[config.mk]
export PLATFORM = sky130hd
export DESIGN_NAME = csb_regfile
export DESIGN_NICKNAME = d
export VERILOG_FILES = /design/src/rtl/csb_pkg.sv /design/src/rtl/csb_access_ctrl.sv /design/src/rtl/csb_bit_store.sv /design/src/rtl/csb_status_pack.sv /design/src/rtl/csb_regfile.sv
export SDC_FILE = /design/constraint.sdc
export NUM_CORES = 1
export LEC_CHECK = 0
export ABC_AREA = 1
export CAP_MARGIN = 20
export CORE_UTILIZATION = 40
export DETAILED_ROUTE_END_ITERATION = 16
export DONT_BUFFER_PORTS = 1
export HOLD_SLACK_MARGIN = 0.15
export SYNTH_ARGS = -nofsm -noshare
export SYNTH_HDL_FRONTEND = slang
export SYNTH_HIERARCHICAL = 1
export SYNTH_SLANG_ARGS = --single-unit
[constraint.sdc]
create_clock -name clk -period 3.1 [get_ports clk]
set_input_delay 0.62 -clock clk [delete_from_list [all_inputs] [get_ports clk]]
set_output_delay 0.62 -clock clk [all_outputs]
set_load 0.02 [all_outputs]
[src/rtl/csb_pkg.sv]
package csb_pkg;

    localparam int CS_BITS = 32;
    localparam int BYTE_W  = 8;
    localparam int VAL_POS = 7;
    localparam int FLD_W   = 5;

    typedef enum logic {
        MODE_WRITE = 1'b0,
        MODE_READ  = 1'b1
    } acc_mode_e;

    typedef enum logic [1:0] {
        RATE_NONE = 2'b00,
        RATE_32K  = 2'b01,
        RATE_44K1 = 2'b10,
        RATE_48K  = 2'b11
    } rate_e;

    typedef struct packed {
        logic  data_present;
        rate_e rate;
        logic  clk_present;
    } rx_status_t;

    function automatic logic [FLD_W-1:0] index_of(input logic [BYTE_W-1:0] d);
        return d[FLD_W-1:0];
    endfunction

    function automatic logic value_of(input logic [BYTE_W-1:0] d);
        return d[VAL_POS];
    endfunction

    function automatic acc_mode_e mode_of(input logic [BYTE_W-1:0] d);
        return acc_mode_e'(d[0]);
    endfunction

    function automatic logic [BYTE_W-1:0] pack_status(input rx_status_t s);
        return {{(BYTE_W-$bits(rx_status_t)){1'b0}}, s};
    endfunction

endpackage

[src/rtl/csb_access_ctrl.sv]
module csb_access_ctrl #(
    parameter int IDX_W = 5
) (
    input  logic                 clk,
    input  logic                 rst,
    input  logic                 ctrl_wr,
    input  logic                 data_wr,
    input  csb_pkg::acc_mode_e   mode_in,
    input  logic [IDX_W-1:0]     idx_in,
    output csb_pkg::acc_mode_e   mode,
    output logic [IDX_W-1:0]     cur_idx,
    output logic                 store_we
);
    import csb_pkg::*;

    always_ff @(posedge clk) begin
        if (rst) begin
            mode    <= MODE_WRITE;
            cur_idx <= '0;
        end else begin
            if (ctrl_wr) mode    <= mode_in;
            if (data_wr) cur_idx <= idx_in;
        end
    end

    assign store_we = data_wr && (mode == MODE_WRITE);

endmodule

[src/rtl/csb_bit_store.sv]
module csb_bit_store #(
    parameter int NUM_BITS = 32,
    parameter int IDX_W    = 5
) (
    input  logic                 clk,
    input  logic                 rst,
    input  logic                 we,
    input  logic [IDX_W-1:0]     wr_idx,
    input  logic                 wr_val,
    input  logic [IDX_W-1:0]     rd_idx,
    output logic                 rd_bit,
    output logic [NUM_BITS-1:0]  bits_o
);

    for (genvar i = 0; i < NUM_BITS; i++) begin : g_cell
        always_ff @(posedge clk) begin
            if (rst)
                bits_o[i] <= 1'b0;
            else if (we && (wr_idx == IDX_W'(i)))
                bits_o[i] <= wr_val;
        end
    end

    always_comb begin
        rd_bit = 1'b0;
        for (int k = 0; k < NUM_BITS; k++)
            if (rd_idx == IDX_W'(k)) rd_bit = bits_o[k];
    end

endmodule

[src/rtl/csb_status_pack.sv]
module csb_status_pack #(
    parameter int BYTE_W = 8
) (
    input  logic              clk_present,
    input  logic [1:0]        rate_raw,
    input  logic              data_present,
    output logic [BYTE_W-1:0] status_byte
);
    import csb_pkg::*;

    rx_status_t st;

    always_comb begin
        st.clk_present  = clk_present;
        st.data_present = data_present;
        st.rate         = clk_present ? rate_e'(rate_raw) : RATE_NONE;
        status_byte     = pack_status(st);
    end

endmodule

[src/rtl/csb_regfile.sv]
module csb_regfile #(
    parameter int NUM_BITS = csb_pkg::CS_BITS,
    parameter int BYTE_W   = csb_pkg::BYTE_W
) (
    input  logic                clk,
    input  logic                rst,
    input  logic                reg_addr,
    input  logic                reg_wr,
    input  logic [BYTE_W-1:0]   reg_wdata,
    output logic [BYTE_W-1:0]   reg_rdata,
    input  logic                clk_present_i,
    input  logic [1:0]          rate_code_i,
    input  logic                data_present_i,
    output logic [NUM_BITS-1:0] cs_bits_o,
    output logic                pro_flag_o
);
    import csb_pkg::*;

    localparam int IDX_W = $clog2(NUM_BITS);
    localparam logic ADDR_CTRL = 1'b0;
    localparam logic ADDR_DATA = 1'b1;

    acc_mode_e        acc_mode;
    logic [IDX_W-1:0] cur_idx;
    logic [IDX_W-1:0] wr_idx;
    logic             store_we;
    logic             sel_bit;
    logic [BYTE_W-1:0] status_byte;

    assign wr_idx = IDX_W'(index_of(reg_wdata));

    csb_access_ctrl #(.IDX_W(IDX_W)) u_ctrl (
        .clk      (clk),
        .rst      (rst),
        .ctrl_wr  (reg_wr && reg_addr == ADDR_CTRL),
        .data_wr  (reg_wr && reg_addr == ADDR_DATA),
        .mode_in  (mode_of(reg_wdata)),
        .idx_in   (wr_idx),
        .mode     (acc_mode),
        .cur_idx  (cur_idx),
        .store_we (store_we)
    );

    csb_bit_store #(.NUM_BITS(NUM_BITS), .IDX_W(IDX_W)) u_store (
        .clk    (clk),
        .rst    (rst),
        .we     (store_we),
        .wr_idx (wr_idx),
        .wr_val (value_of(reg_wdata)),
        .rd_idx (cur_idx),
        .rd_bit (sel_bit),
        .bits_o (cs_bits_o)
    );

    csb_status_pack #(.BYTE_W(BYTE_W)) u_status (
        .clk_present  (clk_present_i),
        .rate_raw     (rate_code_i),
        .data_present (data_present_i),
        .status_byte  (status_byte)
    );

    always_comb begin
        if (reg_addr == ADDR_CTRL) begin
            reg_rdata = status_byte;
        end else begin
            reg_rdata          = '0;
            reg_rdata[VAL_POS] = sel_bit;
        end
    end

    assign pro_flag_o = cs_bits_o[0];

endmodule

==> results of run 1 <==
## layer usage
metal | wire [um] | vias to the layer above | share of wire [%]
met1 | 2970 | 1043 | 48
met3 | 344 | 7 | 5.6
met5 | 0 | - | 0
met2 | 2800 | 47 | 45
li1 | - | 1186 | -
met4 | 80 | 0 | 1.3
## layout by cell type, fill, tap and decap left out
| cell | instances |
|---|---|
| nand2_2 | 7 |
| a31oi_1 | 1 |
| nand4_1 | 14 |
| o21ai_2 | 1 |
| a31o_2 | 1 |
| a211oi_1 | 9 |
| nor4_1 | 1 |
| conb_1 | 4 |
| dfxtp_1 | 34 |
| clkbuf_8 | 6 |
| nand2_1 | 94 |
| inv_2 | 7 |
| a2111oi_0 | 2 |
| a21oi_1 | 23 |
| nor2_1 | 55 |
| nor3_1 | 2 |
| nand3_2 | 1 |
| nor2_2 | 9 |
| inv_1 | 44 |
| buf_4 | 12 |
| nand3_1 | 39 |
| nand2_4 | 1 |
| dfxtp_4 | 4 |
| nor2_4 | 4 |
## synth_stat cells
library cell	count	area (um^2)
nand4_1	14	87.6
clkbuf_1	12	45.0
conb_1	1	3.75
a21oi_1	23	115
buf_6	2	22.5
nand2_1	100	375
nor3_1	2	10.0
a2111oi_0	2	17.5
dfxtp_1	38	761
nor2_1	57	214
o21ai_2	1	8.76
nand2_2	2	12.5
inv_2	4	15.0
a31o_2	1	8.76
a31oi_1	1	6.26
nand3_1	40	200
nor2_2	11	68.8
nor4_1	1	6.26
buf_4	7	52.6
a211oi_1	9	67.6
inv_1	47	176
buf_2	2	10.0
## worst paths after layout
path	from	to	slack (ns)	depth (start not counted)
hold / removal	rst	u_store/bits_o[15]$_SDFFE_PP0P_	0.39	1
setup reg to reg	u_ctrl/mode$_SDFFE_PP0P_	u_store/bits_o[24]$_SDFFE_PP0P_	1.75	5
setup / recovery	u_ctrl/cur_idx[0]$_SDFFE_PP0P_	reg_rdata[7]	-0.03	22
hold reg to reg	u_ctrl/mode$_SDFFE_PP0P_	u_ctrl/mode$_SDFFE_PP0P_	0.49	2
## cells by family after synthesis
logic type | Yosys count | share of synthesized area, %
DFF | 38 | 33.3
AOI/OAI and AO/OA | 37 | 9.80
buffers and inverters | 74 | 14.1
and+or+nand+nor | 227 | 42.7
other | 1 | 0.164
## flip-flops by register name (all words and copies together) (netlist names)
name,flops
u_ctrl/cur_idx,5
u_ctrl/mode,1
u_store/bits_o,32
## cell type report
type                       count  share of cell area, %
tap                           72                   3.61
timing repair buffer          12                   3.61
multi-input combinational    268                   50.7
sequential                    38                   31.1
clock buffer                   6                   3.31
inverter                      51                   7.68
## per-stage QoR
stage | worst slack (ns) | total power [mW] | utilization (%) | cell area [um^2] | hold WS (ns)
after floorplan | 0.542 | 0.629 | - | 2300 | 0.452
after global placement | 0.110 | 0.640 | 42.0 | 2310 | 0.469
after detailed placement | 0.124 | 0.641 | 42.0 | 2310 | 0.480
after CTS | -0.0366 | 0.994 | 44.9 | 2470 | 0.381
after global routing | -0.322 | 1.04 | 45.3 | 2490 | 0.373
final | -0.0282 | 0.987 | 45.3 | 2490 | 0.393
## worst max-delay path: cells and delay by family, from the launching register on
| kind | cells | cell delay (ns) |
|---|---|---|
| and+or+nand+nor | 22 | 1.85 |
| DFF | 1 | 0.38 |
## power groups by stage
stage / Clock, mW / Combinational, mW / Sequential, mW
2_1_floorplan: 0 / 0.114 / 0.515
3_3_place_gp: 0 / 0.123 / 0.517
3_5_place_dp: 0 / 0.124 / 0.517
4_1_cts: 0.352 / 0.134 / 0.508
5_1_grt: 0.374 / 0.156 / 0.509
6_report: 0.340 / 0.139 / 0.508
## repair_timing
item | 4_1_cts | 5_1_grt
hold buffers | 0 | 0
pin swaps | 7 | 8
gates cloned | 0 | 0
setup buffers | 4 | 1
resized for setup | 18 | 6
endpoints found under the hold margin | 0 | 0
endpoints found under the setup margin | 1 | 1
==> out/metrics.cfg, run 1 <==
[grt]
grt-ovfl-total = 0
track_usage_pct = 21.7
grt.busiest_layer = met2
met2_usage_pct = 34.9
grt_max_degree = 34
met3_usage_pct = 5.53
grt_pass1_wl_um = 10200
grt_util_met1_pct = 27.4
grt_pass1_vias = 2090
antenna_found_initial = 0

[clocking]
cts_tree = done
numCtsBuffers = 5
cts_root_buf = clkbuf_8
cts_sinks = 38
clockBufferDepth = 2
htreeDepth = 2
clkLatencyLatePin_ns = 0.29
clkTransAtPathRegs_ns = 0.07

[pwr]
power.density_nw_per_um2 = 396
switching_power_mw = 0.276
p_sw_share_pct = 27.9
p_int_mw = 0.711
p_clk_share_pct = 34.5
sequentialPowerShare_pct = 51.4
power_leakage_nw = 0.939
pwr-share-comb_pct = 14.1
vdd.ir_drop.worst_mv = 0.198

[synthesis]
synthCells = 377
avgSynthCellArea_um2 = 6.06
ys_ff_latch = 38
ys_warn_count = 6
synth_cell_types = 22
syn_area_um2 = 2280
yosysSeqAreaShare_pct = 33.3

[floorplanning]
die_x_um = 77.6
rows = 27
die_y_um = 77.6
io_pins = 57
die_area_um2 = 6020
core_um2 = 5510
initial_core_util_pct = 41.5

[final_layout]
fill_cells = 612
multi_input_comb_area_um2 = 1260
final_cell_count_no_fill = 447
regArea_um2 = 776
num_antenna_cells = 0
synthToLayoutAreaGrowth_pct = 9.15
final_nets = 392
drive_gt1_share_pct = 14.1

[critical_path]
crit_chain = nor2_4 -> nand2_2 -> nor2_1 -> nor3_1 -> nand2_1 -> nand4_1 -> nand2_1 -> nand4_1 -> nor2_1 -> nand4_1 -> nand2_1 -> nand3_1 -> nand2_1 -> nand3_1 -> nand2_1 -> nand3_1 -> nand2_1 -> nand3_2 -> nand2_1 -> nand4_1 -> nand2_2 -> nand2_4
worstPathMaxFanout = 7
crit_path_end_kind = output port
critPathSlowestCell = dfxtp_4
crit_top_cell = nand2_1
cp-start-kind = flop
crit_type = flop to output port
critPathArrivalTime_ns = 2.51
cp.required_ns = 2.48
slowest_delay_ns = 0.38

[sta]
finalHoldViolations = 0
fmax_mhz = 320
period_minus_slack_ns = 3.13
setup_ws_ns = -0.0282
setup_viol = 1
fin_crit_sh_pct = 101
setup_tns_ns = -0.0282
drv_slew = 0
clock_skew_ns = 0.00269
rsz0062_at_grt = true

[outcome]
violations = setup timing
status = finished, violations left

[drt]
drc = 0
drtPass1Iterations = 4
dr_total_vias = 2283
routed_via_density = 5.11
post_drt_wl_per_cell_um = 13.9
drt-total-wl_um = 6190
drtAntennaViolNets = 0
drt-initial-drc-count = 176

[place]
place_inst = 436
hpwl_um = 4460
place.gp.congestion = 0.935
port_buffers = 0

[run]
maxCapViolations = 0

[min_path]
hold_class = input pin to flop

(Power assumes the default switching activity.)
==> run 2, diff against run 1 <==
PLACE_DENSITY_LB_ADDON = 0.1   (was not set)
==> run 2 against run 1 <==
Effect of this change: the flow still finishes with violations (setup timing); cell count unchanged; critical path depth down 1; hold slack about the same; utilization down 0.57 points; non-clock buffer count down 1; sequential power about the same.
==> out/metrics.cfg, run 2 (same netlist as run 1, synthesis figures left out) <==
[outcome]
status = finished, violations left  ; unchanged
violations = setup timing  ; unchanged

[grt]
grt_pass1_vias = 2207  ; was 2090
antenna_found_initial = 0  ; unchanged
grt_max_degree = 34  ; unchanged
grt-ovfl-total = 0  ; unchanged
grt_pass1_wl_um = 10800  ; was 10200 um
track_usage_pct = 22.9  ; was 21.7%

[sta]
rsz0062_at_grt = true  ; unchanged
period_minus_slack_ns = 3.16  ; was 3.13 ns
fmax_mhz = 316  ; was 320 MHz
drv_slew = 0  ; unchanged
clock_skew_ns = 0.00198  ; was 0.00269 ns
finalHoldViolations = 0  ; unchanged
hold_ws_ns = 0.392  ; was 0.393 ns
setup_viol = 1  ; unchanged
setup_ws_ns = -0.0608  ; was -0.0282 ns
fin_crit_sh_pct = 102  ; was 101%

[run]
maxCapViolations = 0  ; unchanged

[drt]
dr_total_vias = 2321  ; was 2283
wl_met2_um = 2920  ; was 2800 um
drtPass1Iterations = 5  ; was 4
drtAntennaViolNets = 0  ; unchanged
routed_via_density = 5.19  ; was 5.11
drt-total-wl_um = 6390  ; was 6190 um
drc = 0  ; unchanged
dr_wl_met3_um = 350  ; was 344 um
m1WireLength_um = 2990  ; was 2970 um
post_drt_wl_per_cell_um = 14.3  ; was 13.9 um
drt-initial-drc-count = 209  ; was 176
top_layer = met4  ; unchanged

[critical_path]
critPathArrivalTime_ns = 2.54  ; was 2.51 ns
cp.required_ns = 2.48  ; about the same
cp-start-kind = flop  ; unchanged
worstPathMaxFanout = 7  ; unchanged
crit_type = flop to output port  ; unchanged
regToRegEndpoint = u_store/bits_o[22]$_SDFFE_PP0P_  ; was u_store/bits_o[24]$_SDFFE_PP0P_
rrSetupSlack_ns = 1.76  ; was 1.75 ns
reg2reg_depth = 5  ; unchanged
timing.rr.start = u_ctrl/mode$_SDFFE_PP0P_  ; unchanged
crit_path_end_kind = output port  ; unchanged

[final_layout]
layout_commonest_cell = nand2_1  ; unchanged
drive_gt1_share_pct = 12.5  ; was 14.1%
largest_register_ffs = 32  ; unchanged
reg_top3 = u_store/bits_o x32, u_ctrl/cur_idx x5, u_ctrl/mode x1  ; unchanged
final_nets = 391  ; was 392
fill_cells = 592  ; was 612
layout_common_cells = nand2_1 (97), nor2_1 (55), inv_1 (44)  ; was nand2_1 (94), nor2_1 (55), inv_1 (44)
num_antenna_cells = 0  ; unchanged
synthToLayoutAreaGrowth_pct = 7.78  ; was 9.15%
post-route-util_pct = 44.7  ; was 45.3%
top_register = u_store/bits_o  ; unchanged
final_cell_count_no_fill = 447  ; unchanged

[clocking]
cts_tree = done  ; unchanged
numCtsBuffers = 5  ; unchanged
ctsHoldBuffers = 0  ; unchanged
clkTransAtPathRegs_ns = 0.07  ; about the same
clkLatencyLatePin_ns = 0.29  ; about the same
cts_root_buf = clkbuf_8  ; unchanged
htreeDepth = 2  ; unchanged
cts_sinks = 38  ; unchanged
clockBufferDepth = 2  ; unchanged

[pwr]
switching_power_mw = 0.275  ; was 0.276 mW
p_clk_share_pct = 33.6  ; was 34.5%
vdd.ir_drop.worst_mv = 0.201  ; was 0.198 mV
sequentialPowerShare_pct = 52.5  ; was 51.4%
power_leakage_nw = 0.922  ; was 0.939 nW
p_sw_share_pct = 28.4  ; was 27.9%
pwr-share-comb_pct = 13.9  ; was 14.1%
fin_total_pwr_mw = 0.967  ; was 0.987 mW
power.density_nw_per_um2 = 393  ; was 396 nW/um^2
p_int_mw = 0.692  ; was 0.711 mW

[floorplanning]
rows = 27  ; unchanged
die_y_um = 77.6  ; unchanged
io_pins = 57  ; unchanged
core_um2 = 5510  ; unchanged
die_x_um = 77.6  ; unchanged
die_area_um2 = 6020  ; unchanged
initial_core_util_pct = 41.5  ; unchanged

[min_path]
hold_class = input pin to flop  ; unchanged
hold_depth = 1  ; unchanged
min_to = u_store/bits_o[31]$_SDFFE_PP0P_  ; was u_store/bits_o[15]$_SDFFE_PP0P_
holdCritStartpoint = rst  ; unchanged

[place]
hpwl_um = 4650  ; was 4460 um
place_inst = 435  ; was 436
port_buffers = 0  ; unchanged
place.gp.congestion = 0.901  ; was 0.935

run 2: worst max path at each step:
stage	start	to	slack, ns	depth (start not counted)
2_1_floorplan	u_ctrl/cur_idx[3]$_SDFFE_PP0P_	reg_rdata[7]	0.54	23
3_5_place_dp	u_ctrl/cur_idx[0]$_SDFFE_PP0P_	reg_rdata[7]	0.11	22
4_1_cts	u_ctrl/cur_idx[1]$_SDFFE_PP0P_	reg_rdata[7]	-0.04	22
5_1_grt	u_ctrl/cur_idx[2]$_SDFFE_PP0P_	reg_rdata[7]	-0.34	25
3_3_place_gp	u_ctrl/cur_idx[0]$_SDFFE_PP0P_	reg_rdata[7]	0.10	22
6_report	u_ctrl/cur_idx[0]$_SDFFE_PP0P_	reg_rdata[7]	-0.06	21
run 2: what timing repair did:
item	CTS	global route
resized for setup	13	6
setup endpoints to repair	1	1
buffers inserted	3	2
pin swaps	4	6
run 2: area by class of cell:
cell class                      count  area (um^2)  area share [%]
Clock buffer                        7         76.3            3.10
Inverter                           51          191            7.77
Multi-Input combinational cell    268         1250            50.6
Sequential cell                    38          776            31.5
Tap cell                           72         90.1            3.66
Timing Repair Buffer               11         82.6            3.35
run 2: power by group through the flow:
stage / clock network, mW / registers [mW] / logic (mW)
finish: 0.325 / 0.508 / 0.134
global route: 0.359 / 0.508 / 0.152
CTS: 0.335 / 0.507 / 0.127
detailed placement: 0 / 0.518 / 0.121
global placement: 0 / 0.518 / 0.120
floorplan: 0 / 0.515 / 0.114
run 2: metal layers:
layer,vias up,GRT usage [%]
li1,1182,-
met1,1056,30.0
met2,67,36.9
met3,16,5.41
met4,0,7.17
met5,-,0
run 2: per-stage QoR:
stage | area (um^2) | setup WS [ns] | TNS, ns
6_report | 2460 | -0.0608 | -0.0608
5_1_grt | 2460 | -0.337 | -0.337
4_1_cts | 2430 | -0.0442 | -0.0442
3_5_place_dp | 2300 | 0.111 | 0
3_3_place_gp | 2300 | 0.103 | 0
2_1_floorplan | 2300 | 0.542 | 0
run 2: worst max-delay path, cell delays in order (launching register included):
cell and delay [ns]:
dfxtp_4 0.38, nor2_4 0.16, buf_4 0.14, nand3_1 0.10, o21ai_2 0.14, inv_2 0.03, nand2_1 0.06, nand4_1 0.08
nor2_1 0.09, nand4_1 0.11, nand2_1 0.09, nand3_1 0.06, nand2_1 0.06, nand3_1 0.06, nand2_1 0.07, nand3_1 0.08
nand2_1 0.10, nand3_1 0.07, nand2_1 0.06, nand4_1 0.11, nand2_2 0.11, nand2_4 0.07
==> run 3, diff against run 2 <==
CORE_UTILIZATION = 63   (was 40)
HOLD_SLACK_MARGIN = not set   (was 0.15)
==> run 3 against run 2 <==
Effect of this change: the run still ends with setup timing left; register-to-register slack improved by 0.03 ns; first-iteration DRC count fell by 7.2%; cell count fell by 5.8%; critical path type unchanged; critical endpoint unchanged; highest routed layer unchanged.
==> out/metrics.cfg, run 3 (same netlist as run 1, synthesis figures left out) <==
[outcome]
status = finished, violations left  ; unchanged
violations = setup timing  ; unchanged

[critical_path]
cp.required_ns = 2.48  ; about the same
critPathTopFamily = simple AND/OR/NAND/NOR gates  ; unchanged
timing.rr.start = u_ctrl/mode$_SDFFE_PP0P_  ; unchanged
worstPathMaxFanout = 7  ; unchanged
crit_start = u_ctrl/cur_idx[1]$_SDFFE_PP0P_  ; was u_ctrl/cur_idx[0]$_SDFFE_PP0P_
crit_chain = nor2_4 -> nand2_2 -> nor2_1 -> nor3_1 -> nand2_1 -> nand4_1 -> nand2_1 -> nand4_1 -> nor2_1 -> nand4_1 -> nand2_1 -> nand3_1 -> nand2_1 -> nand3_1 -> nand2_1 -> nand3_1 -> nand2_1 -> nand3_1 -> nand2_1 -> nand4_1 -> nand2_2 -> nand2_4  ; was nor2_4 -> buf_4 -> nand3_1 -> o21ai_2 -> inv_2 -> nand2_1 -> nand4_1 -> nor2_1 -> nand4_1 -> nand2_1 -> nand3_1 -> nand2_1 -> nand3_1 -> nand2_1 -> nand3_1 -> nand2_1 -> nand3_1 -> nand2_1 -> nand4_1 -> nand2_2 -> nand2_4
crit_type = flop to output port  ; unchanged
slowest_delay_ns = 0.39  ; was 0.38 ns
critPathSlowestCell = dfxtp_4  ; unchanged
critPathArrivalTime_ns = 2.59  ; was 2.54 ns
cp.buffers_inverters = 0  ; was 2
rrSetupSlack_ns = 1.79  ; was 1.76 ns
reg2reg_depth = 6  ; was 5
crit_path_end_kind = output port  ; unchanged
cp-start-kind = flop  ; unchanged
timing.critical_path.depth = 22  ; was 21
crit_top_cell = nand2_1  ; unchanged
regToRegEndpoint = u_store/bits_o[12]$_SDFFE_PP0P_  ; was u_store/bits_o[22]$_SDFFE_PP0P_

[final_layout]
multi_input_comb_area_um2 = 1250  ; about the same
regArea_um2 = 776  ; unchanged
largest_register_ffs = 32  ; unchanged
synthToLayoutAreaGrowth_pct = 6.68  ; was 7.78%
top_register = u_store/bits_o  ; unchanged
final_nets = 391  ; unchanged
drive_gt1_share_pct = 12.8  ; was 12.5%
reg_top3 = u_store/bits_o x32, u_ctrl/cur_idx x5, u_ctrl/mode x1  ; unchanged
layout_commonest_cell = nand2_1  ; unchanged
layout_common_cells = nand2_1 (97), nor2_1 (56), inv_1 (44)  ; was nand2_1 (97), nor2_1 (55), inv_1 (44)
fill_cells = 316  ; was 592
num_antenna_cells = 0  ; unchanged
final_area_um2 = 2440  ; was 2460 um^2
post-route-util_pct = 71.4  ; was 44.7%

[clocking]
clkTransAtPathRegs_ns = 0.11  ; was 0.07 ns
clkLatencyLatePin_ns = 0.34  ; was 0.29 ns
numCtsBuffers = 5  ; unchanged
clockBufferDepth = 2  ; unchanged
ctsHoldBuffers = 0  ; unchanged
htreeDepth = 2  ; unchanged
cts_root_buf = clkbuf_4  ; was clkbuf_8
cts_sinks = 38  ; unchanged
cts_tree = done  ; unchanged

[pwr]
vdd.ir_drop.worst_mv = 0.307  ; was 0.201 mV
power_leakage_nw = 0.927  ; was 0.922 nW
power.density_nw_per_um2 = 406  ; was 393 nW/um^2

[floorplanning]
die_area_um2 = 3870  ; was 6020 um^2
initial_core_util_pct = 66.9  ; was 41.5%
die_y_um = 62.2  ; was 77.6 um
rows = 21  ; was 27
io_pins = 57  ; unchanged
die_x_um = 62.2  ; was 77.6 um
core_um2 = 3420  ; was 5510 um^2

[sta]
hold_ws_ns = 0.335  ; was 0.392 ns
setup_ws_ns = -0.115  ; was -0.0608 ns
drv_slew = 0  ; unchanged
period_minus_slack_ns = 3.21  ; was 3.16 ns
fmax_mhz = 311  ; was 316 MHz
setup_viol = 1  ; unchanged
finalHoldViolations = 0  ; unchanged
rsz0062_at_grt = true  ; unchanged
clock_skew_ns = 0.00630  ; was 0.00198 ns
fin_crit_sh_pct = 104  ; was 102%

[drt]
drt-total-wl_um = 5880  ; was 6390 um
drc = 0  ; unchanged
drt-initial-drc-count = 194  ; was 209
drtAntennaViolNets = 0  ; unchanged
dr_total_vias = 2393  ; was 2321
routed_via_density = 5.68  ; was 5.19
drtPass1Iterations = 5  ; unchanged
post_drt_wl_per_cell_um = 14.0  ; was 14.3 um

[grt]
grt_max_degree = 34  ; unchanged
track_usage_pct = 31.3  ; was 22.9%
grt_pass1_wl_um = 9520  ; was 10800 um
grt-ovfl-total = 0  ; unchanged
antenna_found_initial = 0  ; unchanged
grt_pass1_vias = 2141  ; was 2207

[place]
dpl_cell_area_um2 = 2270  ; was 2300 um^2
place.gp.congestion = 0.950  ; was 0.901
port_buffers = 0  ; unchanged
hpwl_um = 4100  ; was 4650 um

[min_path]
holdCritStartpoint = rst  ; unchanged
min_to = u_store/bits_o[30]$_SDFFE_PP0P_  ; was u_store/bits_o[31]$_SDFFE_PP0P_
hold_depth = 1  ; unchanged
hold_class = input pin to flop  ; unchanged

[run]
maxCapViolations = 0  ; unchanged

## run 3: changes by cell type in the layout (fill, tap and decap cells not counted), sizes merged
cell / delta
clkbuf: -1
bufinv: +1
## run 3: worst register-to-register path, delay by kind of cell (launching register included)
kind / cells / cell delay [ns]
AND/OR/NAND/NOR: 3 / 0.35
flip-flops: 1 / 0.32
buffers and inverters: 2 / 0.37
AO/OA/AOI/OAI: 1 / 0.20
## run 3: worst max-delay path by stage
| stage | to | slack, ns |
|---|---|---|
| final | reg_rdata[7] | -0.11 |
| after global routing | reg_rdata[7] | -0.37 |
| after CTS | reg_rdata[7] | -0.06 |
| after detailed placement | reg_rdata[7] | 0.13 |
| after global placement | reg_rdata[7] | 0.13 |
| after floorplan | reg_rdata[7] | 0.54 |
## run 3: area by class of cell
type / count / share of cell area (%)
well taps: 46 / 2.36
repair buffers: 11 / 3.39
flip-flops and latches: 38 / 31.8
multi-input cells: 268 / 51.2
clock buffers: 6 / 2.10
inverters: 51 / 7.85
clock inverters: 1 / 1.23
## run 3: per-layer routing
layer  share of wire [%]  up-vias  wire length [um]  track usage (%)
met2                  46      121              2730             51.4
met5                   0        -                 0                0
met4                 2.4        0               140             16.0
li1                    -     1183                 -                -
met3                 8.6       21               505             6.62
met1                  43     1068              2510             38.4
## run 3: through the flow
stage / setup TNS, ns / total power, mW / std cells / setup WS [ns]
global placement: 0 / 0.634 / 409 / 0.134
CTS: -0.0554 / 0.987 / 420 / -0.0554
detailed placement: 0 / 0.636 / 409 / 0.126
finish: -0.115 / 0.989 / 421 / -0.115
floorplan: 0 / 0.629 / 380 / 0.542
global route: -0.366 / 1.03 / 421 / -0.366
## run 3: power breakdown
group | switching [mW] | internal, mW | total [mW]
clock network | 0.158 | 0.188 | 0.346
logic | 0.0936 | 0.0424 | 0.136
registers | 0.0131 | 0.494 | 0.507
## run 3: what timing repair did
| action | 4_1_cts | 5_1_grt |
|---|---|---|
| buffers inserted | 4 | 1 |
| resized for setup | 15 | 5 |
| endpoints found under the setup margin | 1 | 1 |
| endpoints found under the hold margin | 0 | 0 |
| pin swaps | 6 | 0 |
